File: src/rtl/dacbus_pkg.sv
package dacbus_pkg;
  localparam int BYTE_W   = 8;
  localparam int CODE_W   = 16;
  localparam int ADDR_W   = 3;
  localparam int NUM_CH   = 2;
  localparam int DIO_OFS  = 3;
  localparam int DAC_BASE = 4;

  typedef struct packed {
    logic lo_wr;
    logic hi_wr;
  } ch_strobe_t;
endpackage

File: src/rtl/dacbus_decode.sv
module dacbus_decode
  import dacbus_pkg::*;
#(
  parameter int AW    = ADDR_W,
  parameter int NCH   = NUM_CH,
  parameter int BASE  = DAC_BASE,
  parameter int DIO_A = DIO_OFS
) (
  input  logic             clk,
  input  logic             rst_n,
  input  logic [AW-1:0]    addr,
  input  logic             wr,
  input  logic             rd,
  output ch_strobe_t       ch_stb [NCH],
  output logic             dio_wr,
  output logic             dio_rd,
  output logic             rd_rise
);
  logic rd_q;

  // Edge detector on the read strobe: one pulse per access.
  always_ff @(posedge clk or negedge rst_n) begin
    if (!rst_n) rd_q <= 1'b0;
    else        rd_q <= rd;
  end

  assign rd_rise = rd & ~rd_q;
  assign dio_wr  = wr & (addr == AW'(DIO_A));
  assign dio_rd  = rd & (addr == AW'(DIO_A));

  for (genvar c = 0; c < NCH; c++) begin : g_ch
    localparam int LO_A = BASE + 2 * c;
    localparam int HI_A = BASE + 2 * c + 1;
    assign ch_stb[c].lo_wr = wr & (addr == AW'(LO_A));
    assign ch_stb[c].hi_wr = wr & (addr == AW'(HI_A));
  end
endmodule

File: src/rtl/dac_channel.sv
module dac_channel
  import dacbus_pkg::*;
#(
  parameter int CW = CODE_W,
  parameter int BW = BYTE_W,
  parameter logic [CW-1:0] RST_CODE = CW'(1) << (CW - 1)
) (
  input  logic          clk,
  input  logic          rst_n,
  input  logic [BW-1:0] wdata,
  input  ch_strobe_t    stb,
  input  logic          sync_mode,
  input  logic          rd_rise,
  output logic [CW-1:0] code
);
  localparam int HW = CW - BW;

  logic [BW-1:0] stage_lo;
  logic [HW-1:0] stage_hi;
  logic          load_own;
  logic          load_all;

  assign load_own = stb.hi_wr & ~sync_mode;
  assign load_all = rd_rise & sync_mode;

  always_ff @(posedge clk or negedge rst_n) begin
    if (!rst_n) begin
      stage_lo <= RST_CODE[BW-1:0];
      stage_hi <= RST_CODE[CW-1:BW];
    end else begin
      if (stb.lo_wr) stage_lo <= wdata;
      if (stb.hi_wr) stage_hi <= wdata[HW-1:0];
    end
  end

  // Second rank: a high-byte write takes the new byte straight through.
  always_ff @(posedge clk or negedge rst_n) begin
    if (!rst_n)        code <= RST_CODE;
    else if (load_own) code <= {wdata[HW-1:0], stage_lo};
    else if (load_all) code <= {stage_hi, stage_lo};
  end
endmodule

File: src/rtl/dio_port.sv
module dio_port
  import dacbus_pkg::*;
#(
  parameter int BW = BYTE_W
) (
  input  logic          clk,
  input  logic          rst_n,
  input  logic          wr,
  input  logic          rd,
  input  logic [BW-1:0] wdata,
  input  logic [BW-1:0] pins,
  output logic [BW-1:0] latch,
  output logic [BW-1:0] rdata
);
  always_ff @(posedge clk or negedge rst_n) begin
    if (!rst_n)  latch <= '0;
    else if (wr) latch <= wdata;
  end

  assign rdata = rd ? pins : '0;
endmodule

File: src/rtl/dual_dac_regs.sv
module dual_dac_regs
  import dacbus_pkg::*;
(
  input  logic                clk,
  input  logic                rst_n,
  input  logic [ADDR_W-1:0]   bus_addr,
  input  logic                bus_wr,
  input  logic                bus_rd,
  input  logic [BYTE_W-1:0]   bus_wdata,
  output logic [BYTE_W-1:0]   bus_rdata,
  input  logic                sync_mode,
  input  logic [BYTE_W-1:0]   din_pins,
  output logic [BYTE_W-1:0]   dout_port,
  output logic [CODE_W-1:0]   dac0_code,
  output logic [CODE_W-1:0]   dac1_code
);
  ch_strobe_t        ch_stb [NUM_CH];
  logic              dio_wr;
  logic              dio_rd;
  logic              rd_rise;
  logic [CODE_W-1:0] codes [NUM_CH];

  dacbus_decode #(
    .AW(ADDR_W), .NCH(NUM_CH), .BASE(DAC_BASE), .DIO_A(DIO_OFS)
  ) u_dec (
    .clk(clk), .rst_n(rst_n), .addr(bus_addr), .wr(bus_wr), .rd(bus_rd),
    .ch_stb(ch_stb), .dio_wr(dio_wr), .dio_rd(dio_rd), .rd_rise(rd_rise)
  );

  for (genvar c = 0; c < NUM_CH; c++) begin : g_dac
    dac_channel #(.CW(CODE_W), .BW(BYTE_W)) u_ch (
      .clk(clk), .rst_n(rst_n), .wdata(bus_wdata), .stb(ch_stb[c]),
      .sync_mode(sync_mode), .rd_rise(rd_rise), .code(codes[c])
    );
  end

  dio_port #(.BW(BYTE_W)) u_dio (
    .clk(clk), .rst_n(rst_n), .wr(dio_wr), .rd(dio_rd), .wdata(bus_wdata),
    .pins(din_pins), .latch(dout_port), .rdata(bus_rdata)
  );

  assign dac0_code = codes[0];
  assign dac1_code = codes[1];
endmodule

File: config.mk
export PLATFORM = sky130hd
export DESIGN_NAME = dual_dac_regs
export DESIGN_NICKNAME = d
export VERILOG_FILES = /design/src/rtl/dacbus_pkg.sv /design/src/rtl/dacbus_decode.sv /design/src/rtl/dac_channel.sv /design/src/rtl/dio_port.sv /design/src/rtl/dual_dac_regs.sv
export SDC_FILE = /design/constraint.sdc
export NUM_CORES = 1
export LEC_CHECK = 0
export ABC_AREA = 1
export BUFFER_PORTS_ARGS = -buffer_cell sky130_fd_sc_hd__buf_2
export CAP_MARGIN = 20
export CORE_MARGIN = 3
export CORE_UTILIZATION = 50
export CTS_BUF_LIST = sky130_fd_sc_hd__clkbuf_4 sky130_fd_sc_hd__clkbuf_8
export DETAILED_ROUTE_END_ITERATION = 8
export PLACE_DENSITY = 0.75
export SETUP_SLACK_MARGIN = 0.15
export SLEW_MARGIN = 20
export SYNTH_ARGS = -nofsm -noshare
export SYNTH_HDL_FRONTEND = slang
export SYNTH_HIERARCHICAL = 1
export SYNTH_SLANG_ARGS = --single-unit
export TNS_END_PERCENT = 50
File: constraint.sdc
create_clock -name clk -period 2.43 [get_ports clk]
set_input_delay 0.1215 -clock clk [delete_from_list [all_inputs] [get_ports clk]]
set_output_delay 0.1215 -clock clk [all_outputs]
set_load 0.05 [all_outputs]
## After elaboration in Yosys (flattened, before gate mapping)

Index checks and enable logic that the tools add are counted.

- Equality and inequality tests: 5
- Multiplexer cells: 5
- Bitwise gates (word level): 12
- Reductions and logical operators: 2

Operators by type and width:

| kind | count |
|---|---|
| two-way mux 16 bit | 4 |
| equality test 3 bit (second input constant) | 4 |
| AND 1 bit | 10 |
| two-way mux 8 bit | 1 |
| nonzero test 2 bit | 2 |
| equality test 3 x 2 -> 1 bit (second input constant) | 1 |
| inverter 1 bit | 2 |

- Flip-flop bits (word level): 73
- Input bits: 24
- Output and inout bits: 48
- Word-level logic and storage cells: 32

## Depth between registers and ports, before layout

- Depth in word-level cells: 5
- Mapped depth: 9

## Cells and area by module

The synthesis kept the hierarchy.

By module, submodules not included:

| module | instances | cells an instance | area an instance (um^2) | sequential area each (um^2) |
|---|---|---|---|---|
| dac_channel | 2 | 156 | 1377.6 | 803.3 |
| dio_port | 1 | 51 | 377.9 | 200.2 |
| dacbus_decode | 1 | 17 | 93.8 | 25.0 |

## Least setup slack after synthesis

OpenSTA, ideal clock, no wires.

- Path kind: register to register
- From: reg u_dec.rd_q
- To: reg g_dac[0].u_ch.code[1]
- Setup time: 0.119 ns
- Data arrival time: 0.982 ns
- Slack: 1.328 ns
- Stages on the path, launching flop included: 8
- Path buffers: 1
- Clock period less this slack: 1.102 ns
- Cells stage by stage: dfrtp_1 > nor2_1 > nand2_1 > nand2_8 > inv_8 > buf_6 > nand2_1 > nand2_1

- Word-level cells in the longest chain between the ends: 4

Ends and longest elaborated chain:

| item | line | RTL |
|---|---|---|
| start: declaration | dacbus_decode.sv:19 | `logic rd_q;` |
| start signal: assignment | dacbus_decode.sv:24 | `else rd_q <= rd;` |
| inverter 1 bit | dacbus_decode.sv:27 | `assign rd_rise = rd & ~rd_q;` |
| AND 1 bit | dacbus_decode.sv:27 |  |
| via rd_rise | dual_dac_regs.sv:20 | `logic rd_rise;` |
| AND 1 bit | dac_channel.sv:24 | `assign load_all = rd_rise & sync_mode;` |
| nonzero test 2 bit (no line) | - |  |
| end signal: assignment | dac_channel.sv:39 | `else if (load_own) code <= {wdata[HW-1:0], stage_lo};` |
| end signal: assignment | dac_channel.sv:40 | `else if (load_all) code <= {stage_hi, stage_lo};` |
| end: declaration | dac_channel.sv:14 | `output logic [CW-1:0] code` |

The timed path passes the listed nets, and every way through them passes these cells.
A chain may end at the register's enable or synchronous reset.

## Worst setup path after layout

- From: in bus_rd
- To: out bus_rdata[6]

- Word-level cells in the longest chain between the ends: 2

Ends and longest elaborated chain:

| item | line | RTL |
|---|---|---|
| start: declaration | dual_dac_regs.sv:8 | `input logic bus_rd,` |
| AND 1 bit | dacbus_decode.sv:29 | `assign dio_rd = rd & (addr == AW'(DIO_A));` |
| via dio_rd | dual_dac_regs.sv:19 | `logic dio_rd;` |
| two-way mux 8 bit | dio_port.sv:20 | `assign rdata = rd ? pins : '0;` |
| end: declaration | dual_dac_regs.sv:10 | `output logic [BYTE_W-1:0] bus_rdata,` |

The timed path passes the listed nets, and every way through them passes these cells.

==> impl_metrics.csv <==
group,metric,value,unit
place,port_buffers,71,
power_and_ir_drop,cellPowerDensity,986,nW/µm²
yosys,synth_common_cells,"nand2_1, dfrtp_1, inv_1",
timing,skew,0.00945,ns
detailed_routing,drt_iter0_markers,171,
setup_path,crit_fanout,8,
grt,track_usage,20.8,%
detailed_routing,vias,2664,
setup_path,critPathBufInv,5,
yosys,async_flop_share,100,%
timing,setup_slack,0.721,ns
setup_path,critPathLaunchType,"input pin",
power_and_ir_drop,irDropWorstVdd,529,µV
cells_and_area,area_growth,19.2,%
setup_path,critPathCaptureType,"output pin",
clock_tree,root_buffer,"clkbuf_8",
setup_path,arrival,1.59,ns
power_and_ir_drop,leakagePower,2.17,nW
floorplan,die_w,86.3,µm
setup_path,critical_path.top_delay_family,"buffers and inverters",
floorplan,pin_count,72,
floorplan,die-height,86.3,µm
timing,setup_viol,0,
clock_tree,path_clk_slew,0.08,ns
yosys,syn_area_per_cell,8.49,µm²
grt,grt_max_degree,29,
timing,hold_violations,0,
setup_path,cpMostUsedCell,"buf_2",
timing,period_share,70.3,%
yosys,synth_edf_count,0,
cells_and_area,drive_gt1_share,25.7,%
setup_path,critPathSlowestCell,"dlygate4sd3_1",
detailed_routing,via_per_inst,4.99,
cells_and_area,diodes,0,
yosys,ys_top_cells_by_area,"dfrtp_1, nand2_1, nand3_1, inv_1, dfstp_2",
clock_tree,postCtsSetupBuffers,0,
setup_path,required,2.31,ns
cells_and_area,stdcell_count,534,
place,dpl_worst_slack,0.972,ns
clock_tree,cts_resized,0,
timing,rsz0062_at_grt,"false",
flow_run,drv_cap,0,
floorplan,die_area,7450,µm²
cells_and_area,nets,478,
yosys,synth_cell_types,19,
detailed_routing,drc,0,
floorplan,start_util,52.9,%
setup_path,crit_chain,"dlygate4sd3_1 > buf_2 > inv_1 > nor2_1 > nand2_1 > inv_2 > buf_2",
yosys,netlist_area,3230,µm²
detailed_routing,ant_nets,0,
run_status,status,"complete, no violations",
timing,min_period,1.71,ns
place,dpl.cell_count,516,
yosys,synth_nets,404,
grt,antenna_found_initial,0,
timing,max_freq,585,MHz
place,placedInstanceArea,3590,µm²
yosys,synth_seq_area_share,56.8,%
detailed_routing,wl_per_cell,13.2,µm
yosys,synth.top_cell.area_share,53.5,%
place,hpwl,4.97,mm
yosys,ys_ff_latch,73,
timing,slew_violations,0,
yosys,netlist_instances,380,
grt,overflow,0,
detailed_routing,routed_wirelength,7.02,mm
timing,relSlewSlack,38.7,%
clock_tree,cts_tree,"yes",
setup_path,path_class,"input pin to output pin",
floorplan,core-area,6100,µm²
setup_path,max_stage_delay,0.52,ns
grt,grt_pass1_wl,12.2,mm
floorplan,num_rows,28,
detailed_routing,dr.pass1.iters,5,
timing,worst_slew_pin_slew,0.916,ns
yosys,ys_warn_count,6,
yosys,synth_top_flop_cell,"dfrtp_1",
yosys,synth.most_common_cell,"nand2_1",
yosys,synth_top_cell_by_area,"dfrtp_1",
cells_and_area,ff_latch_area,1830,µm²
cells_and_area,fillers,522,
cells_and_area,multi_input_area,1060,µm²
worst_hold_path,min_path_type,"input pin to flip-flop",
clock_tree,clockBufferDepth,2,
clock_tree,numClockSinks,73,
clock_tree,cts-buffers-inserted,9,
clock_tree,clkLatencyLatePin,0.34,ns
power_and_ir_drop,finalPower,3.79,mW
timing,setup_tns,0,ns
grt,grt_pass1_vias,2674,
cells_and_area,finalInstanceArea,3850,µm²
place,place.gp.congestion,0.801,
clock_tree,htreeDepth,3,
[cell families after synthesis]
kind of cell,Yosys count,synth area share (%)
AO/OA/AOI/OAI,32,4.96
buffers and inverters,65,10.4
flip-flops,73,56.8
AND/OR/NAND/NOR,210,27.9
[worst paths after layout]
| path | from | end | slack (ns) | depth (start not counted) |
|---|---|---|---|---|
| max | bus_rd | bus_rdata[6] | 0.72 | 7 |
| min | bus_wdata[5] | u_dio/latch[5] | 0.06 | 3 |
| max reg2reg | u_dec/rd_q | g_dac[0].u_ch/code[10] | 1.30 | 6 |
| min reg2reg | g_dac[1].u_ch/code[15] | g_dac[1].u_ch/code[15] | 0.47 | 2 |
| max in group asynchronous | rst_n | g_dac[0].u_ch/stage_hi[7] | 1.27 | 3 |
| min in group asynchronous | rst_n | g_dac[0].u_ch/stage_lo[0] | 0.34 | 2 |
[timing repair]
item | 4_1_cts | 5_1_grt
hold buffers | 2 | 0
setup endpoints to repair | 0 | 0
hold endpoints to repair | 23 | 0
[power breakdown]
part / leakage (nW) / total, mW / internal (mW) / switching (mW)
clock: 0.120 / 1.09 / 0.648 / 0.444
sequential: 0.865 / 1.60 / 1.48 / 0.122
combinational: 1.19 / 1.10 / 0.254 / 0.848
[worst register-to-register path, cell delays in order, from the launching register on]
cell and delay (ns):
dfrtp_1 0.37, nor2_1 0.13, nand2_1 0.15, nand2_8 0.18, inv_8 0.08, nand2_1 0.07
nand2_1 0.06
[cells in the final DEF, fill, tap and decap left out, types with 3 or more instances in the layout]
master,synthesis,routed
inv_2,6,6
a21oi_1,16,16
nand3_1,33,33
nand2_1,143,143
inv_1,40,40
nand2_2,6,6
o21ai_0,16,16
clkbuf_8,2,11
inv_8,3,3
buf_4,0,6
dfstp_2,4,4
dfrtp_1,69,69
buf_2,7,71
nor2_1,22,21
[registers in the layout, indices dropped and copies added (netlist names)]
signal,cells
g_dac.u_ch/code,32
g_dac.u_ch/stage_hi,16
g_dac.u_ch/stage_lo,16
u_dio/latch,8
u_dec/rd_q,1
[cell type report]
class,count,area share [%]
multi-input combinational,242,27.6
timing repair buffer,79,10.9
inverter,49,5.37
sequential,73,47.6
tap,75,2.44
clock inverter,4,1.92
clock buffer,12,4.13
[stage by stage]
step	hold slack [ns]	util [%]
final	0.0611	63.1
after floorplan	-0.174	-
after detailed placement	0.182	58.9
after CTS	0.0434	63.1
after global placement	0.170	58.9
after global routing	0.0428	63.1
[per-layer routing]
| metal | wire [µm] | track usage [%] | share of wire [%] | up-vias |
|---|---|---|---|---|
| li1 | - | - | - | 1312 |
| met1 | 3100 | 27.3 | 44 | 1257 |
| met2 | 3370 | 33.2 | 48 | 83 |
| met3 | 406 | 4.75 | 5.8 | 12 |
| met4 | 145 | 9.21 | 2.1 | 0 |
| met5 | 0 | 0 | 0 | - |
No activity file was read; power rests on OpenSTA's default activity.
